File: config.mk
export PLATFORM = sky130hd
export DESIGN_NAME = bch_fix_apply
export DESIGN_NICKNAME = d
export VERILOG_FILES = /design/src/rtl/bch_fix_pkg.sv /design/src/rtl/bch_fix_dp.sv /design/src/rtl/bch_fix_ctrl.sv /design/src/rtl/bch_fix_apply.sv
export SDC_FILE = /design/constraint.sdc
export NUM_CORES = 1
export LEC_CHECK = 0
export BUFFER_PORTS_ARGS = -buffer_cell sky130_fd_sc_hd__clkbuf_2
export CAP_MARGIN = 0
export CELL_PAD_IN_SITES_DETAIL_PLACEMENT = 0
export CELL_PAD_IN_SITES_GLOBAL_PLACEMENT = 1
export CORE_AREA = 5 5 163 165
export CTS_CLUSTER_DIAMETER = 50
export DETAILED_ROUTE_END_ITERATION = 10
export DIE_AREA = 0 0 168 170
export PLACE_DENSITY = 0.59
export SYNTH_ARGS = -nofsm -noshare
export SYNTH_HDL_FRONTEND = slang
export SYNTH_SLANG_ARGS = --single-unit
export TNS_END_PERCENT = 20
File: constraint.sdc
create_clock -name clk -period 9.9 [get_ports clk]
set_input_delay 0.99 -clock clk [delete_from_list [all_inputs] [get_ports clk]]
set_output_delay 0.99 -clock clk [all_outputs]
set_load 0.05 [all_outputs]
File: src/rtl/bch_fix_pkg.sv
package bch_fix_pkg;

  typedef struct packed {
    logic latch;
    logic clrIdx;
    logic incIdx;
    logic rdEn;
    logic wrEn;
  } fixStrobe_t;

  typedef enum logic [2:0] {
    ST_IDLE,
    ST_WAIT,
    ST_EVAL,
    ST_STEP,
    ST_READ,
    ST_WRITE,
    ST_FIN
  } fixState_t;

endpackage

File: src/rtl/bch_fix_dp.sv
module bch_fix_dp
  import bch_fix_pkg::*;
#(
  parameter int SECTOR_BYTES = 512,
  parameter int MAX_ERR      = 8,
  parameter int POS_W        = 13,
  parameter int WORD_W       = 32
) (
  input  logic                         clk,
  input  logic                         rstN,
  input  fixStrobe_t                   stb,
  input  logic [WORD_W-1:0]            flagWord,
  input  logic [(MAX_ERR/2)*WORD_W-1:0] posWords,
  input  logic [7:0]                   bufRdData,
  output logic                         errFound,
  output logic                         tooMany,
  output logic                         idxDone,
  output logic                         posInRange,
  output logic [$clog2(SECTOR_BYTES)-1:0] bufAddr,
  output logic [7:0]                   bufWrData
);

  localparam int PAIRS     = MAX_ERR / 2;
  localparam int ADDR_W    = $clog2(SECTOR_BYTES);
  localparam int CNT_W     = $clog2(MAX_ERR + 1);
  localparam int IDX_W     = $clog2(MAX_ERR);
  localparam int DATA_BITS = SECTOR_BYTES * 8;
  localparam int HI_LSB    = WORD_W / 2;
  localparam int CNT_LSB   = 4;
  localparam int CNT_FW    = 4;

  logic [POS_W-1:0] posNext [MAX_ERR];
  logic [POS_W-1:0] posReg  [MAX_ERR];
  logic [CNT_W-1:0] countReg;
  logic [CNT_W-1:0] idx;
  logic [CNT_W-1:0] cntClamp;
  logic [CNT_FW-1:0] cntRaw;
  logic [POS_W-1:0] curPos;
  logic [7:0]       bitMask;
  logic             unusedFlagBits;

  // Unpack two positions from each status word.
  for (genvar k = 0; k < PAIRS; k++) begin : g_unpack
    logic [WORD_W-1:0] word;
    logic              unusedGap;
    assign word             = posWords[k*WORD_W +: WORD_W];
    assign posNext[2*k]     = word[POS_W-1:0];
    assign posNext[2*k + 1] = word[HI_LSB +: POS_W];
    assign unusedGap        = ^{word[HI_LSB-1:POS_W], word[WORD_W-1:HI_LSB+POS_W]};
  end

  assign unusedFlagBits = ^{flagWord[WORD_W-1:CNT_LSB+CNT_FW], flagWord[CNT_LSB-1:2]};

  assign cntRaw   = flagWord[CNT_LSB +: CNT_FW];
  assign cntClamp = (int'(cntRaw) > MAX_ERR) ? CNT_W'(MAX_ERR) : CNT_W'(cntRaw);

  always_ff @(posedge clk) begin
    if (!rstN) begin
      errFound <= 1'b0;
      tooMany  <= 1'b0;
      countReg <= '0;
      for (int i = 0; i < MAX_ERR; i++) posReg[i] <= '0;
    end else if (stb.latch) begin
      errFound <= flagWord[1];
      tooMany  <= flagWord[0];
      countReg <= cntClamp;
      for (int i = 0; i < MAX_ERR; i++) posReg[i] <= posNext[i];
    end
  end

  always_ff @(posedge clk) begin
    if (!rstN) begin
      idx <= '0;
    end else if (stb.clrIdx) begin
      idx <= '0;
    end else if (stb.incIdx) begin
      idx <= idx + 1'b1;
    end
  end

  assign curPos     = posReg[idx[IDX_W-1:0]];
  assign idxDone    = (idx == countReg);
  assign posInRange = (int'(curPos) < DATA_BITS);
  assign bufAddr    = ADDR_W'(curPos >> 3);
  assign bitMask    = 8'b1 << curPos[2:0];
  assign bufWrData  = bufRdData ^ bitMask;

  // Read and write of one correction target the same byte.
  assert_addr_hold_R8: assert property (@(posedge clk) disable iff (!rstN)
    stb.wrEn |-> $stable(bufAddr));

  // Never step past the clamped count.
  assert_idx_bound_R6: assert property (@(posedge clk) disable iff (!rstN)
    stb.incIdx |-> (idx < countReg));

endmodule

File: src/rtl/bch_fix_ctrl.sv
module bch_fix_ctrl
  import bch_fix_pkg::*;
#(
  parameter int TIMEOUT_CYCLES = 256
) (
  input  logic       clk,
  input  logic       rstN,
  input  logic       start,
  input  logic       decReady,
  input  logic       errFound,
  input  logic       tooMany,
  input  logic       idxDone,
  input  logic       posInRange,
  output fixStrobe_t stb,
  output logic       done,
  output logic       isClean,
  output logic       isCorrected,
  output logic       isUncorr,
  output logic       isTimeout
);

  localparam int TMR_W = $clog2(TIMEOUT_CYCLES + 1);

  fixState_t        state;
  logic [TMR_W-1:0] timer;

  always_comb begin
    stb = '0;
    unique case (state)
      ST_WAIT:  stb.latch  = decReady;
      ST_EVAL:  stb.clrIdx = 1'b1;
      ST_STEP:  stb.incIdx = !idxDone && !posInRange;
      ST_READ:  stb.rdEn   = 1'b1;
      ST_WRITE: begin
        stb.wrEn   = 1'b1;
        stb.incIdx = 1'b1;
      end
      default: ;
    endcase
  end

  always_ff @(posedge clk) begin
    if (!rstN) begin
      state       <= ST_IDLE;
      timer       <= '0;
      isClean     <= 1'b0;
      isCorrected <= 1'b0;
      isUncorr    <= 1'b0;
      isTimeout   <= 1'b0;
    end else begin
      unique case (state)
        ST_IDLE: if (start) begin
          state       <= ST_WAIT;
          timer       <= '0;
          isClean     <= 1'b0;
          isCorrected <= 1'b0;
          isUncorr    <= 1'b0;
          isTimeout   <= 1'b0;
        end
        ST_WAIT: begin
          if (decReady) begin
            state <= ST_EVAL;
          end else if (timer == TMR_W'(TIMEOUT_CYCLES - 1)) begin
            state     <= ST_FIN;
            isTimeout <= 1'b1;
          end else begin
            timer <= timer + 1'b1;
          end
        end
        ST_EVAL: begin
          if (!errFound) begin
            state   <= ST_FIN;
            isClean <= 1'b1;
          end else if (tooMany) begin
            state    <= ST_FIN;
            isUncorr <= 1'b1;
          end else begin
            state <= ST_STEP;
          end
        end
        ST_STEP: begin
          if (idxDone) begin
            state       <= ST_FIN;
            isCorrected <= 1'b1;
          end else if (posInRange) begin
            state <= ST_READ;
          end
        end
        ST_READ:  state <= ST_WRITE;
        ST_WRITE: state <= ST_STEP;
        ST_FIN:   state <= ST_IDLE;
        default:  state <= ST_IDLE;
      endcase
    end
  end

  assign done = (state == ST_FIN);

  assert_rd_then_wr_R8: assert property (@(posedge clk) disable iff (!rstN)
    stb.rdEn |=> stb.wrEn);

  assert_wr_after_rd_R8: assert property (@(posedge clk) disable iff (!rstN)
    stb.wrEn |-> $past(stb.rdEn));

  assert_done_pulse_R10: assert property (@(posedge clk) disable iff (!rstN)
    done |=> !done);

  assert_done_result_R10: assert property (@(posedge clk) disable iff (!rstN)
    done |-> ($countones({isClean, isCorrected, isUncorr, isTimeout}) == 1));

  assert_result_hold_R10: assert property (@(posedge clk) disable iff (!rstN)
    $onehot0({isClean, isCorrected, isUncorr, isTimeout}));

  assert_wait_bound_R3: assert property (@(posedge clk) disable iff (!rstN)
    (state == ST_WAIT) |-> (int'(timer) < TIMEOUT_CYCLES));

endmodule

File: src/rtl/bch_fix_apply.sv
module bch_fix_apply
  import bch_fix_pkg::*;
#(
  parameter int SECTOR_BYTES   = 512,
  parameter int MAX_ERR        = 8,
  parameter int POS_W          = 13,
  parameter int WORD_W         = 32,
  parameter int TIMEOUT_CYCLES = 256
) (
  input  logic                          clk,
  input  logic                          rstN,
  input  logic                          start,
  input  logic                          decReady,
  input  logic [WORD_W-1:0]             flagWord,
  input  logic [(MAX_ERR/2)*WORD_W-1:0] posWords,
  input  logic [7:0]                    bufRdData,
  output logic                          bufRdEn,
  output logic                          bufWrEn,
  output logic [$clog2(SECTOR_BYTES)-1:0] bufAddr,
  output logic [7:0]                    bufWrData,
  output logic                          done,
  output logic                          isClean,
  output logic                          isCorrected,
  output logic                          isUncorr,
  output logic                          isTimeout
);

  fixStrobe_t stb;
  logic       errFound;
  logic       tooMany;
  logic       idxDone;
  logic       posInRange;

  bch_fix_ctrl #(
    .TIMEOUT_CYCLES(TIMEOUT_CYCLES)
  ) u_ctrl (
    .clk        (clk),
    .rstN       (rstN),
    .start      (start),
    .decReady   (decReady),
    .errFound   (errFound),
    .tooMany    (tooMany),
    .idxDone    (idxDone),
    .posInRange (posInRange),
    .stb        (stb),
    .done       (done),
    .isClean    (isClean),
    .isCorrected(isCorrected),
    .isUncorr   (isUncorr),
    .isTimeout  (isTimeout)
  );

  bch_fix_dp #(
    .SECTOR_BYTES(SECTOR_BYTES),
    .MAX_ERR     (MAX_ERR),
    .POS_W       (POS_W),
    .WORD_W      (WORD_W)
  ) u_dp (
    .clk       (clk),
    .rstN      (rstN),
    .stb       (stb),
    .flagWord  (flagWord),
    .posWords  (posWords),
    .bufRdData (bufRdData),
    .errFound  (errFound),
    .tooMany   (tooMany),
    .idxDone   (idxDone),
    .posInRange(posInRange),
    .bufAddr   (bufAddr),
    .bufWrData (bufWrData)
  );

  assign bufRdEn = stb.rdEn;
  assign bufWrEn = stb.wrEn;

endmodule

---- Word level (Yosys, flattened, before mapping) ----
Memories as Yosys holds them, arrays and structs flattened. A register that Yosys moved wholly into a read port is not among the register bits.
Index checks and enable logic that the tools add are counted.
cells by class
  bitwise operators ....................... 10
  shifts and indexed selects .............. 1
  reduce and logical (&&, ||, !) cells .... 14
  muxes and demuxes ....................... 43
  equal/unequal tests ..................... 18
  order comparisons ....................... 2
  add/subtract/negate cells ............... 2
operator list
  operator                                                count
  2-to-1 mux 13 bit                                       8
  2-to-1 mux 3 bit                                        9
  2-to-1 mux 9 bit                                        3
  case mux 3 bit (6 select lines)                         1
  case mux 9 bit (2 select lines)                         1
  2-to-1 mux 1 bit                                        15
  < comparator 13 bit (second input constant)             1
  AND reduction 4 bit                                     3
  case mux 1 bit (2 select lines)                         5
  adder 9 x 1 -> 9 bit (second input constant)            1
  == test 3 bit (second input constant)                   3
  == test 9 x 8 -> 1 bit (second input constant)          1
  AND reduction 3 bit                                     3
  inequality test 2 x 1 -> 1 bit (second input constant)  4
  inequality test 2 bit (second input constant)           4
  OR 1 bit                                                8
  << shifter 1 x 3 -> 8 bit (first input constant)        1
  bitwise XOR 8 bit                                       1
  == test 3 x 2 -> 1 bit (second input constant)          2
  nonzero test 2 bit                                      3
  adder 4 x 1 -> 4 bit (second input constant)            1
  == test 4 bit                                           1
  greater-than comparator 4 bit (second input constant)   1
  2-to-1 mux 4 bit                                        1
  other kinds (8)                                         9
word-level totals
  memories ................................ 1
  register bits after elaboration ......... 26
  input bits .............................. 172
  RAM bits ................................ 104
memories
  name         words  bits a word  read ports  clocked after memory_dff  wr ports  RTL line          source
  u_dp.posReg  8      13           1           1                         8         bch_fix_dp.sv:33  logic [POS_W-1:0] posReg [MAX_ERR];

---- Longest topological paths before layout ----
  depth after elaboration ................. 6
  mapped depth ............................ 9
  gate-level depth less buffers ........... 9

---- By module ----
A second synthesis with hierarchy kept.
second synthesis, totals
  cells, all modules ...................... 446
  area, all modules ....................... 6,172.2 um2
modules (own cells, without submodules)
  module        cells each  instances  area each (um2)
  bch_fix_dp    341         1          5,293.8
  bch_fix_ctrl  105         1          878.3

---- Worst setup path after synthesis ----
OpenSTA, ideal clock, no wires.
  path type ............................... input -> register
  start ................................... input rstN
  end ..................................... memory u_dp.posReg[0][0], enable pin
  path buffers ............................ 1
  stages on the path ...................... 3
  data required time ...................... 9.443 ns
  setup time .............................. 0.457 ns
  path slack .............................. 6.055 ns
  arrival ................................. 3.388 ns
  cells stage by stage .................... clkbuf_1 -> a21boi_1 -> inv_1
RTL lines
  item             RTL line             source
  start, declared  bch_fix_apply.sv:11  input logic rstN,
  end, declared    bch_fix_dp.sv:33

==> metrics <==
Synth Register Bits 133; Critical Path Sink Type output port; post-CTS sizing 0; worst setup path end bufWrData[0]; EDFF count, synth 104; first drt pass iteration count 4; R2R depth 4; final hold slack 0.449 ns; fraction of registers with async set or reset after synthesis 0%; Synth cell types 51; vias in the first global route 4,321; GRT Max-Usage Layer met2; CP max stage delay 0.95 ns; port bufs 145; max_slew headroom 32.9%; CTS tree built; via density per instance 4.36; post-route setup TNS 0 ns; Fin. Hold Viols 0; antenna-violating nets left 0; ys flop type edfxtp_1; Overall Power 1.45 mW; met1 Track Usage GR 15.1%; via count 4,053; post-route cell area 7760 um2; hold_buf cts 0; post-CTS setup buffer count 0; sequential area share after synthesis 60.4%; worst setup margin 5.76 ns; Avg Synthesized Cell Area 13.8 um2; die height 170 um; unrepaired setup endpoints after global routing no; Peak supply drop 0.0000761 V; # setup viols final 0; share of cells above drive strength 1 37.1%; met3 Usage GRT 3.30%; cells after synthesis 445; max cap viols 0; DRT iter0 DRCs 269; clock sink count 133; CP Data Required Time 8.91 ns; LEAKAGE 3.05 nW; clock latency on the worst-skew pair 0.41 ns; syn_nets 620; Hold Crit Depth 2; Arr. time, crit path 3.15 ns; nets 761; CP Max Fanout 27; yosys warns 0; slowest CP cell dfxtp_2; grt ovf 0; reg2reg start u_ctrl.state[0]; period utilization 41.8%; utilization after layout 31.2%; critical path class flip-flop to output port; critical path cell sequence mux4_2, mux2i_4, inv_2, or3_4, xnor2_2, clkbuf_2; met2 Track Usage GR 17.2%; WL/cell 16.8 um; CTS root buffer clkbuf_16; first-pass GRT wire length 24,300 um; H-tree depth 4; Post-Syn Area 6130 um2; Die X 168 um; Routability Congestion 0.762; total routed wirelength 15,700 um; Fmax 242 MHz; clk slew on worst S/H paths 0.06 ns; status finished clean; Rows 58; worst slew pin tran 1.01 ns; Detailed Place HPWL 10,500 um; Final Max Slew Viols 0; reg-to-reg slack, setup 6.89 ns; Crit path max-delay family flip-flops; die area 28,600 um2; Fin Clk Skew 0.0116 ns; initial antenna violation count 0; gr usage total 11.0%; Reg-to-Reg End u_dp.posReg[4][10]; critical path depth 6; CTS Buf Count 17; io pins 196; fin crit period 4.14 ns; P per Cell Area 187 nW/um2; worst-case clock buffer depth 2; Hold WC Path Type flip-flop to flip-flop; Core Area 24,900 um2; Area Overhead vs Synth 26.5%; Startpoint Class flip-flop; area post-placement 7190 um2; Placed Instances 897; post-place setup slack 6.11 ns; Starting Density 24.6%; final cell count without fillers 930; CP Buf/Inv Count 2; pin count of the biggest net entering global routing 65; Residual DRC 0
==> registers in the layout (all words and copies together), names as in the netlist, named ones only <==
name and count:
u_ctrl.timer 9, u_dp.idx 4, u_dp.posReg 104, u_ctrl.isCorrected 1
u_ctrl.state 3, u_ctrl.isClean 1, u_ctrl.isUncorr 1, u_ctrl.isTimeout 1
u_dp.errFound 1, u_dp.countReg 4, u_dp.tooMany 1
==> metal layers <==
layer / up-vias / part of all wire [%]
met5: - / 0
met4: 0 / 0.70
met3: 7 / 5.1
met2: 108 / 47
met1: 2019 / 48
li1: 1919 / -
==> worst reg2reg max path, cell delays in order, from the launching register on <==
cell and delay [ns]:
dfxtp_1 0.61, nor3b_1 0.44, a21boi_1 0.30, inv_4 0.46, buf_4 0.75
==> final cells by class <==
class                           count  area, um2
Tap cell                          330        413
Multi-Input combinational cell    281       2300
Sequential cell                   133       3710
Clock buffer                       17        425
Antenna cell                        1       2.50
Inverter                            5       21.3
Clock inverter                     15        144
Timing Repair Buffer              148        748
Fill cell                        2553      17100
==> how the worst min path moves through the flow <==
stage / start / endpoint / slack [ns]
after floorplan: u_ctrl.timer[7] / u_ctrl.timer[7] / 0.46
after global placement: u_ctrl.isUncorr / u_ctrl.isUncorr / 0.44
after detailed placement: u_ctrl.isUncorr / u_ctrl.isUncorr / 0.44
after CTS: u_ctrl.isUncorr / u_ctrl.isUncorr / 0.45
after global routing: u_ctrl.isUncorr / u_ctrl.isUncorr / 0.49
final: u_ctrl.isUncorr / u_ctrl.isUncorr / 0.45
==> report_power, final <==
part / switching, mW / internal [mW] / total, mW
Combinational: 0.0991 / 0.0665 / 0.166
Clock: 0.261 / 0.351 / 0.612
Sequential: 0.0213 / 0.650 / 0.671
Total: 0.382 / 1.07 / 1.45
==> cells by family (layout without fill, tap and decap cells) <==
logic type               count (synthesis)  in the layout  synth area share (%)
flip-flops                             133            133                  60.4
XOR/XNOR                                17             17                  2.55
multiplexers                            40             40                  12.2
AND/OR/NAND/NOR                        177            177                  17.1
AO/OA/AOI/OAI                           44             44                  4.94
adder cells (fa/ha/maj)                  3              3                 0.612
buffers and inverters                   31            185                  2.12
other                                    0              1                     0
==> cell usage in the layout, fill, tap and decap left out, drive strengths merged, types with 6 or more instances in the layout <==
cell    instances
nand4           7
nor2           20
xor2           10
dfxtp          29
a22o            6
mux2           11
nand3           6
a21oi          10
mux4           25
nand2           9
xnor2           7
inv            11
clkbuf        162
edfxtp        104
and2          106
o21ai           8
nor3b           8
==> cells in the mapped netlist, drive strengths merged, types with 3 or more instances <==
cell type	number	area, um2
or3	3	23.8
buf	7	40.0
inv	5	18.8
edfxtp	104	3120
o21ai	8	40.0
nand3b	4	30.0
nor3	4	20.0
dfxtp	29	581
a21oi	10	50.1
mux4	25	574
xnor2	7	68.8
nor3b	8	65.1
xor2	10	87.6
nand4	7	43.8
ha	3	37.5
nor2	20	75.1
mux2	11	124
mux2i	4	52.6
nand2	9	33.8
clkbuf	19	71.3
a21boi	5	37.5
a22o	6	52.6
nor2b	4	25.0
and2	106	663
nand3	6	30.0
(Power assumes the default switching activity.)
